==> config.mk <==
export PLATFORM = sky130hd
export DESIGN_NAME = manch_frame_tx
export DESIGN_NICKNAME = d
export VERILOG_FILES = /design/src/rtl/mtx_pkg.sv /design/src/rtl/mtx_tick_gen.sv /design/src/rtl/mtx_encoder.sv /design/src/rtl/mtx_sequencer.sv /design/src/rtl/manch_frame_tx.sv
export SDC_FILE = /design/constraint.sdc
export NUM_CORES = 1
export LEC_CHECK = 0
export BUFFER_PORTS_ARGS = -buffer_cell sky130_fd_sc_hd__buf_4
export CORE_ASPECT_RATIO = 1.5
export CORE_MARGIN = 3
export CORE_UTILIZATION = 54
export DETAILED_ROUTE_END_ITERATION = 10
export PLACE_DENSITY = 0.78
export SLEW_MARGIN = 20
export SYNTH_ARGS = -nofsm -noshare
export SYNTH_HDL_FRONTEND = slang
export SYNTH_HIERARCHICAL = 1
export SYNTH_SLANG_ARGS = --single-unit
export TNS_END_PERCENT = 50
==> constraint.sdc <==
create_clock -name clk -period 2.8 [get_ports clk]
set_clock_uncertainty 0.15 [all_clocks]
set_input_delay 0.42 -clock clk [delete_from_list [all_inputs] [get_ports clk]]
set_output_delay 0.42 -clock clk [all_outputs]
set_load 0.05 [all_outputs]
==> src/rtl/mtx_pkg.sv <==
package mtx_pkg;
  typedef enum logic [1:0] {
    ST_IDLE = 2'd0,
    ST_PRE  = 2'd1,
    ST_PAY  = 2'd2,
    ST_SENT = 2'd3
  } mtx_state_e;

  // Alternating pattern that starts with a one in the most significant position.
  function automatic logic [63:0] alt_pattern(input int width);
    logic [63:0] p;
    p = '0;
    for (int i = 0; i < width; i++) begin
      p[i] = ((width - 1 - i) % 2) == 0;
    end
    return p;
  endfunction
endpackage

==> src/rtl/mtx_tick_gen.sv <==
module mtx_tick_gen #(
  parameter int CLKS_PER_TICK  = 125,
  parameter int TICKS_PER_HALF = 125
) (
  input  logic clk,
  input  logic rst,
  input  logic run,
  output logic half_end
);
  localparam int PW       = (CLKS_PER_TICK  > 1) ? $clog2(CLKS_PER_TICK)  : 1;
  localparam int HW       = (TICKS_PER_HALF > 1) ? $clog2(TICKS_PER_HALF) : 1;
  localparam int HALF_LEN = CLKS_PER_TICK * TICKS_PER_HALF;

  logic [PW-1:0] pre_cnt;
  logic [HW-1:0] tick_cnt;
  logic          tick;

  assign tick     = (pre_cnt == PW'(CLKS_PER_TICK - 1));
  assign half_end = run && tick && (tick_cnt == HW'(TICKS_PER_HALF - 1));

  always_ff @(posedge clk) begin
    if (rst || !run) begin
      pre_cnt  <= '0;
      tick_cnt <= '0;
    end else begin
      pre_cnt <= tick ? '0 : pre_cnt + 1'b1;
      if (tick) begin
        tick_cnt <= (tick_cnt == HW'(TICKS_PER_HALF - 1)) ? '0 : tick_cnt + 1'b1;
      end
    end
  end

  // Independent cycle count since the current half began.
  logic [31:0] since_half;
  always_ff @(posedge clk) begin
    if (rst || !run || half_end) since_half <= '0;
    else                         since_half <= since_half + 1;
  end

  assert_half_length_R10: assert property (@(posedge clk) disable iff (rst)
    half_end |-> (since_half == 32'(HALF_LEN - 1)));

  assert_quiet_when_idle_R10: assert property (@(posedge clk) disable iff (rst)
    !run |-> !half_end);
endmodule

==> src/rtl/mtx_encoder.sv <==
module mtx_encoder #(
  parameter int DATA_W = 8
) (
  input  logic              clk,
  input  logic              rst,
  input  logic              load,
  input  logic [DATA_W-1:0] load_byte,
  input  logic              half_end,
  input  logic              stop,
  output logic              line_out,
  output logic              last_half
);
  localparam int BW = (DATA_W > 1) ? $clog2(DATA_W) : 1;

  logic [DATA_W-1:0] shreg;
  logic [BW-1:0]     bits_left;
  logic              phase;   // 0 = first half, 1 = second half
  logic              line_q;

  assign last_half = phase && (bits_left == '0);
  assign line_out  = line_q;

  always_ff @(posedge clk) begin
    if (rst) begin
      shreg     <= '0;
      bits_left <= '0;
      phase     <= 1'b0;
      line_q    <= 1'b0;
    end else if (stop) begin
      phase     <= 1'b0;
      line_q    <= 1'b0;
    end else if (load) begin
      shreg     <= load_byte;
      bits_left <= BW'(DATA_W - 1);
      phase     <= 1'b0;
      line_q    <= ~load_byte[DATA_W-1];
    end else if (half_end) begin
      if (!phase) begin
        phase  <= 1'b1;
        line_q <= shreg[DATA_W-1];
      end else begin
        phase     <= 1'b0;
        shreg     <= {shreg[DATA_W-2:0], 1'b0};
        bits_left <= bits_left - 1'b1;
        line_q    <= ~shreg[DATA_W-2];
      end
    end
  end

  assert_midbit_toggle_R1: assert property (@(posedge clk) disable iff (rst)
    (half_end && !phase && !load && !stop) |=> (line_out != $past(line_out)));

  assert_second_half_is_bit_R1: assert property (@(posedge clk) disable iff (rst)
    (half_end && !phase && !load && !stop) |=> (line_out == $past(shreg[DATA_W-1])));
endmodule

==> src/rtl/mtx_sequencer.sv <==
module mtx_sequencer
  import mtx_pkg::*;
#(
  parameter int DATA_W = 8
) (
  input  logic              clk,
  input  logic              rst,
  input  logic [DATA_W-1:0] in_data,
  input  logic              in_valid,
  input  logic              in_sop,
  input  logic              in_eop,
  input  logic              byte_end,
  output logic              in_ready,
  output logic              load,
  output logic [DATA_W-1:0] load_byte,
  output logic              stop,
  output logic              busy,
  output logic              frame_done
);
  localparam logic [63:0]       ALT64    = alt_pattern(DATA_W);
  localparam logic [DATA_W-1:0] PREAMBLE = ALT64[DATA_W-1:0];
  localparam logic [DATA_W-1:0] SENTINEL = '1;

  mtx_state_e        st, st_nx;
  logic [DATA_W-1:0] first_byte;
  logic              last_flag;
  logic              done_q;
  logic              start;
  logic              take_next;

  assign start     = (st == ST_IDLE) && in_valid && in_sop;
  assign in_ready  = (st == ST_IDLE) || ((st == ST_PAY) && byte_end && !last_flag);
  assign take_next = (st == ST_PAY) && byte_end && !last_flag && in_valid;
  assign busy      = (st != ST_IDLE);
  assign frame_done = done_q;

  always_comb begin
    st_nx     = st;
    load      = 1'b0;
    load_byte = in_data;
    stop      = 1'b0;
    unique case (st)
      ST_IDLE: if (start) begin
        load      = 1'b1;
        load_byte = PREAMBLE;
        st_nx     = ST_PRE;
      end
      ST_PRE: if (byte_end) begin
        load      = 1'b1;
        load_byte = first_byte;
        st_nx     = ST_PAY;
      end
      ST_PAY: if (byte_end) begin
        load = 1'b1;
        if (take_next) begin
          load_byte = in_data;
        end else begin
          load_byte = SENTINEL;
          st_nx     = ST_SENT;
        end
      end
      ST_SENT: if (byte_end) begin
        stop  = 1'b1;
        st_nx = ST_IDLE;
      end
      default: st_nx = ST_IDLE;
    endcase
  end

  always_ff @(posedge clk) begin
    if (rst) begin
      st         <= ST_IDLE;
      first_byte <= '0;
      last_flag  <= 1'b0;
      done_q     <= 1'b0;
    end else begin
      st     <= st_nx;
      done_q <= (st == ST_SENT) && byte_end;
      if (start) begin
        first_byte <= in_data;
        last_flag  <= in_eop;
      end else if (take_next) begin
        last_flag  <= in_eop;
      end
    end
  end

  assert_done_single_R8: assert property (@(posedge clk) disable iff (rst)
    frame_done |=> !frame_done);

  assert_ready_at_boundary_R4: assert property (@(posedge clk) disable iff (rst)
    (in_ready && busy) |-> byte_end);

  assert_underflow_closes_R6: assert property (@(posedge clk) disable iff (rst)
    ((st == ST_PAY) && byte_end && !in_valid) |=> (st == ST_SENT));

  assert_eop_closes_R5: assert property (@(posedge clk) disable iff (rst)
    ((st == ST_PAY) && byte_end && last_flag) |=> (st == ST_SENT));
endmodule

==> src/rtl/manch_frame_tx.sv <==
module manch_frame_tx #(
  parameter int DATA_W         = 8,
  parameter int CLKS_PER_TICK  = 125,
  parameter int TICKS_PER_HALF = 125
) (
  input  logic              clk,
  input  logic              rst,
  input  logic [DATA_W-1:0] in_data,
  input  logic              in_valid,
  input  logic              in_sop,
  input  logic              in_eop,
  output logic              in_ready,
  output logic              line_out,
  output logic              busy,
  output logic              frame_done
);
  logic              half_end;
  logic              last_half;
  logic              byte_end;
  logic              load;
  logic              stop;
  logic [DATA_W-1:0] load_byte;

  assign byte_end = half_end && last_half;

  mtx_tick_gen #(
    .CLKS_PER_TICK (CLKS_PER_TICK),
    .TICKS_PER_HALF(TICKS_PER_HALF)
  ) u_tick (
    .clk     (clk),
    .rst     (rst),
    .run     (busy),
    .half_end(half_end)
  );

  mtx_sequencer #(.DATA_W(DATA_W)) u_seq (
    .clk       (clk),
    .rst       (rst),
    .in_data   (in_data),
    .in_valid  (in_valid),
    .in_sop    (in_sop),
    .in_eop    (in_eop),
    .byte_end  (byte_end),
    .in_ready  (in_ready),
    .load      (load),
    .load_byte (load_byte),
    .stop      (stop),
    .busy      (busy),
    .frame_done(frame_done)
  );

  mtx_encoder #(.DATA_W(DATA_W)) u_enc (
    .clk      (clk),
    .rst      (rst),
    .load     (load),
    .load_byte(load_byte),
    .half_end (half_end),
    .stop     (stop),
    .line_out (line_out),
    .last_half(last_half)
  );

  assert_idle_line_low_R7: assert property (@(posedge clk) disable iff (rst)
    !busy |-> !line_out);

  assert_done_ends_busy_R7: assert property (@(posedge clk) disable iff (rst)
    frame_done |-> !busy);
endmodule

Word level (Yosys, flattened, before mapping). Cells that the tools add are included.

Add/subtract/negate cells: 3. Eq/ne operators: 10. Muxes and demuxes: 28. Bitwise logic cells: 3. Reduce and logical (&&, ||, !) cells: 26.

Operator list (number): 2-to-1 mux 8 bit (7); case mux 8 bit (3 select lines) (1); adder 7 x 1 -> 7 bit (second input constant) (2); == test 7 bit (second input constant) (2); logical AND 1 bit (10); 2-to-1 mux 2 bit (5); 2-to-1 mux 1 bit (9); 2-to-1 mux 3 bit (3); inequality test 2 x 1 -> 1 bit (second input constant) (4); case mux 2 bit (4 select lines) (1); nonzero test 2 bit (4); 2-to-1 mux 7 bit (1); OR reduction 2 bit (3); AND reduction 5 bit (1); == test 2 bit (second input constant) (2); logical NOT 3 bit (1); inverter 1 bit (3); AND reduction 3 bit (1); OR reduction 3 bit (1); subtractor 3 x 1 -> 3 bit (second input constant) (1); == test 2 x 1 -> 1 bit (second input constant) (1); logical NOT 1 bit (2); logical NOT 2 bit (1); logical OR 1 bit (2); other kinds (2) (2).

Bits in registers: 39. Input port bits: 13. Output and inout bits: 4. Logic and storage cells: 80.

Logic depth before layout (Yosys ltp).
Depth in word-level cells: 12. Depth in mapped cells: 14. Mapped depth without buffers: 12.

Cells and area by module. The synthesis kept the hierarchy.

By module, submodules not included: mtx_sequencer (times used 1, cells an instance 98, area each 754.5 um^2, seq. area each 240.2 um^2); mtx_tick_gen (times used 1, cells an instance 85, area each 742.0 um^2, seq. area each 280.3 um^2); mtx_encoder (times used 1, cells an instance 74, area each 689.4 um^2, seq. area each 260.2 um^2); manch_frame_tx (times used 1, cells an instance 1, area each 6.3 um^2, seq. area each 0.0 um^2).

Least setup slack after synthesis. Ideal clock, no wire load.

Path kind: flip-flop to output port. Start point: register u_seq.st[0]. End point: output in_ready. Arrival: 2.713 ns. Setup slack: -0.483 ns. Cell stages (with the launch flop): 8. Path buffers: 0. Path through: dfxtp_1 > inv_1 > ha_1 > inv_1 > and3_1 > and2_1 > nand2_1 > o21ai_0.

Longest elaborated chain between the ends: 7. Elaborated cells between the ends (all ways): 9. Classes of those cells: eq/ne: 1; reduce/logical: 8.

RTL lines: from (decl) (line mtx_sequencer.sv:24) `mtx_state_e st, st_nx;`; from (signal assigned) (line mtx_sequencer.sv:77) `st <= st_nx;`; nonzero test 2 bit (line mtx_sequencer.sv:34) `assign busy = (st != ST_IDLE);`; net busy (line manch_frame_tx.sv:14) `output logic busy,`; logical AND 1 bit (2 in a row) (line mtx_tick_gen.sv:19) `assign half_end = run && tick && (tick_cnt == HW'(TICKS_PER_HALF - 1));`; net half_end (line manch_frame_tx.sv:17) `logic half_end;`; logical AND 1 bit (line manch_frame_tx.sv:24) `assign byte_end = half_end && last_half;`; net byte_end (line manch_frame_tx.sv:19) `logic byte_end;`; logical AND 1 bit (2 in a row) (line mtx_sequencer.sv:32) `assign in_ready = (st == ST_IDLE) || ((st == ST_PAY) && byte_end && !last_flag);`; logical OR 1 bit (line mtx_sequencer.sv:32); to (decl) (line manch_frame_tx.sv:12) `output logic in_ready,`.

The timed path passes the listed nets, and every way through them passes these cells.

Final worst setup path.
Start point: register u_seq.st[0]. End point: register u_enc.shreg[1].

Longest elaborated chain between the ends: 11. Elaborated cells between the ends (all ways): 28. Classes of those cells: eq/ne: 3; mux: 10; bitwise: 1; reduce/logical: 14.

RTL lines: nonzero test 2 bit (*) (line mtx_sequencer.sv:34); logical AND 1 bit (*) (2 in a row) (line mtx_tick_gen.sv:19); net half_end (line manch_frame_tx.sv:17); logical AND 1 bit (*) (line manch_frame_tx.sv:24); net byte_end (line manch_frame_tx.sv:19); logical AND 1 bit (3 in a row) (line mtx_sequencer.sv:33) `assign take_next = (st == ST_PAY) && byte_end && !last_flag && in_valid;`; 2-to-1 mux 8 bit (line mtx_sequencer.sv:55) `if (take_next) begin`; 2-to-1 mux 8 bit (line mtx_sequencer.sv:53) `ST_PAY: if (byte_end) begin`; case mux 8 bit (3 select lines) (*) (line mtx_sequencer.sv:42) `unique case (st)`; net load_byte[1] (line manch_frame_tx.sv:22) `logic [DATA_W-1:0] load_byte;`; 2-to-1 mux 8 bit (*) (line mtx_encoder.sv:32) `end else if (load) begin`; to (signal assigned) (line mtx_encoder.sv:33) `shreg <= load_byte;`; to (signal assigned) (line mtx_encoder.sv:43) `shreg <= {shreg[DATA_W-2:0], 1'b0};`; to (decl) (line mtx_encoder.sv:15) `logic [DATA_W-1:0] shreg;`.

The timed path passes the listed nets; every way through them passes the cells marked *. A chain may end at the register's enable or synchronous reset.

==> flow_summary.yaml <==
synth:
  synth_top_area_frac: 0.3562
  yosys_warnings: 6
  yosysTopAreaCell: "dfxtp_1"
  synthTopCellsByArea: "dfxtp_1 36%, a21oi_1 6.8%, ha_1 6.3%"
  synth_edf_count: 0
  synth-simple-area-share: 0.2055
  synthAdderAreaFrac: 0.06279
  syn_area_per_cell_um2: 8.497
  synth_cells: 258
  synth-main-ff-cell: "dfxtp_1"
  ys_ff_latch: 39
  ys_types: 53
  syn-num-nets: 282
  synth_compound_area_frac: 0.2551
  synth_xor_xnor_area_share: 0.01598
  postSynth.asyncResetShare: 0
  synth_mux_area_frac: 0.04110
  synth_top_family_by_area: "compound AO/OA/AOI/OAI gates"
  synth.cell_area_mm2: 0.002192
  yosysSeqAreaShare: 0.3562
setup_path:
  cp-end-kind: "flop"
  cpPeakStageDelay_ns: 0.37
  crit_family: "simple AND/OR/NAND/NOR gates"
  path_buf_inv: 2
  arrival_ns: 2.72
  critical_path_class: "reg2reg"
  crit_fanout: 8
  regToRegSetupSlack_ns: 0.16
  path_cells: "inv_1 -> ha_1 -> clkinvlp_4 -> and3_1 -> and2_2 -> nand2b_1 -> and3_2 -> o22ai_2 -> mux2i_1 -> or3_1 -> a21oi_1"
  start_kind: "flop"
  slowest_stage: "dfxtp_1"
  crit_required_ns: 2.88
clocking:
  cts_buffers: 5
  clkTransAtPathRegs_ns: 0.08
  cts.sinks: 39
  cts_setup_buffers: 0
  clockRootBuffer: "clkbuf_8"
  cts_resized: 0
  clk_latency_ns: 0.29
  cts_tree: "yes"
  htreeDepth: 2
  cts_hold_buf: 0
  cts_buffer_depth: 2
sta:
  fmax_ghz: 0.3786
  setup_viol: 0
  fin_crit_ns: 2.641
  period_share: 0.9432
  worst_pin_slew_ns: 0.4496
  whs_ns: 0.2297
  slew_headroom: 0.6982
  slew_viol_final: 0
  hold_violations: 0
  setup_tns_ns: 0
floorplanning:
  start_util: 0.5794
  io_pins: 17
  dieHeight_um: 84.04
  core_region_area_mm2: 0.003784
  die_area_mm2: 0.004876
  fp.dieW_um: 58.02
  fp-row-count: 27
grt:
  grtUsageTotal: 0.2209
  grt_pass1_wl_mm: 8.521
  grt_pass1_vias: 1938
  antenna_found_initial: 0
  grt_start_max_net_pins: 31
  gr-total-overflow: 0
placed_design:
  portBuffers: 16
  dp_hpwl_mm: 3.549
  globalplace.congestion: 0.8909
  dpl-instance-area_mm2: 0.002367
detailed_routing:
  firstDrtPassIters: 4
  routed_via_density: 6.047
  vias: 1947
  ant_nets: 0
  drt-total-wl_mm: 4.946
  wl_per_cell_um: 15.36
  drtIter0Drc: 87
  drc: 0
hold_path:
  hp-class: "in2reg"
pwr:
  ir_worst_vdd_v: 0.0005396
  powerDensity_mw_per_mm2: 719.9
  p_leak_nw: 0.9005
final_layout:
  areaGrowthSynthToFinish_pct: 14.84
  nFillCells: 330
  n_antenna_cell: 0
  design_area_mm2: 0.002517
  drive_gt1_frac: 0.1828
  fin_nets: 302
run_status:
  status: "complete, no violations"
run:
  max_cap_viol_count: 0
cells in the mapped netlist (2+ instances only):
| cell type | count |
|---|---|
| a21oi_1 | 30 |
| a22oi_1 | 4 |
| a311oi_1 | 2 |
| a31oi_1 | 6 |
| and2_1 | 3 |
| and3_1 | 4 |
| and3b_1 | 3 |
| and4_1 | 2 |
| buf_2 | 5 |
| buf_6 | 2 |
| clkbuf_1 | 4 |
| dfxtp_1 | 39 |
| ha_1 | 11 |
| inv_1 | 13 |
| mux2i_1 | 9 |
| nand2_1 | 22 |
| nand2b_1 | 7 |
| nand3_1 | 8 |
| nand3b_1 | 2 |
| nand4_1 | 3 |
| nor2_1 | 10 |
| nor2b_1 | 2 |
| nor3_1 | 3 |
| o2111ai_1 | 3 |
| o21a_1 | 2 |
| o21ai_0 | 14 |
| o21ai_1 | 2 |
| o21bai_1 | 2 |
| o22ai_1 | 4 |
| o2bb2ai_1 | 4 |
| o31ai_1 | 2 |
| or3_1 | 8 |
| xnor2_1 | 2 |
| xor2_1 | 2 |
worst paths after layout:
kind | cells past startpoint | startpoint | endpoint
max reg2reg | 11 | u_seq/st[0]$_SDFFE_PP0P_ | u_enc/shreg[1]$_SDFFE_PP0P_
min reg2reg | 1 | u_tick/pre_cnt[0]$_SDFF_PP0_ | u_tick/pre_cnt[0]$_SDFF_PP0_
min | 3 | in_data[3] | u_seq/first_byte[3]$_SDFFE_PP0P_
max | 11 | u_seq/st[0]$_SDFFE_PP0P_ | u_enc/shreg[1]$_SDFFE_PP0P_
registers in the layout (all words and copies together), names as in the netlist:
register / count
u_seq/last_flag: 1
u_seq/frame_done: 1
u_tick/tick_cnt: 7
u_seq/st: 2
u_enc/phase: 1
u_enc/shreg: 8
u_enc/line_out: 1
u_seq/first_byte: 8
u_tick/pre_cnt: 7
u_enc/bits_left: 3
cells by family after synthesis:
| kind of cell | count (synthesis) |
|---|---|
| compound gates | 87 |
| xor+xnor | 4 |
| fa+ha+maj | 11 |
| buf+inv | 26 |
| flops | 39 |
| mux | 9 |
| simple gates | 82 |
per-stage QoR:
stage	setup slack [ns]	cells	utilization	power [mW]
floorplan	0.009152	258	-	1.203
global placement	0.1354	314	0.6257	1.379
detailed placement	0.06982	314	0.6257	1.392
CTS	0.04962	322	0.6491	1.778
global route	-0.01625	322	0.6653	1.929
finish	0.1589	322	0.6653	1.812
power by group:
group	total [mW]	internal (mW)	switching (mW)
Clock	0.377	0.173	0.204
Sequential	0.654	0.609	0.0452
Combinational	0.781	0.306	0.474
routing by layer:
layer	global-route usage	part of all wire	vias to the layer above
met3	0.04334	0.025	11
met1	0.2512	0.41	909
met5	0	0	-
met4	0.1097	0.026	0
met2	0.3796	0.54	33
li1	-	-	994
placed cells by master (no fill, tap or decap), types with 4 or more instances in the layout:
master / instances
buf_4: 25
o21ai_0: 13
nand3_1: 8
or3_1: 8
a31oi_1: 6
mux2i_1: 9
a21oi_1: 29
ha_1: 11
dfxtp_1: 37
nor2_1: 9
a22oi_1: 4
nand2_1: 21
nand2b_1: 7
clkbuf_8: 5
inv_1: 12
tightest hold or removal path: cells and delay by family:
family	cells	cell delay [ns]
compound gates	1	0.05
simple gates	1	0.04
buf+inv	1	0.11
cell type report:
cell class	count	area, µm²	area share
Inverter	13	52.55	0.02087
Tap cell	43	53.80	0.02137
Sequential cell	39	783.3	0.3111
Clock inverter	3	20.02	0.007952
Multi-Input combinational cell	193	1331	0.5288
Timing Repair Buffer	26	207.7	0.08251
Clock buffer	5	68.82	0.02734
Power figures use the tool's default switching activity.
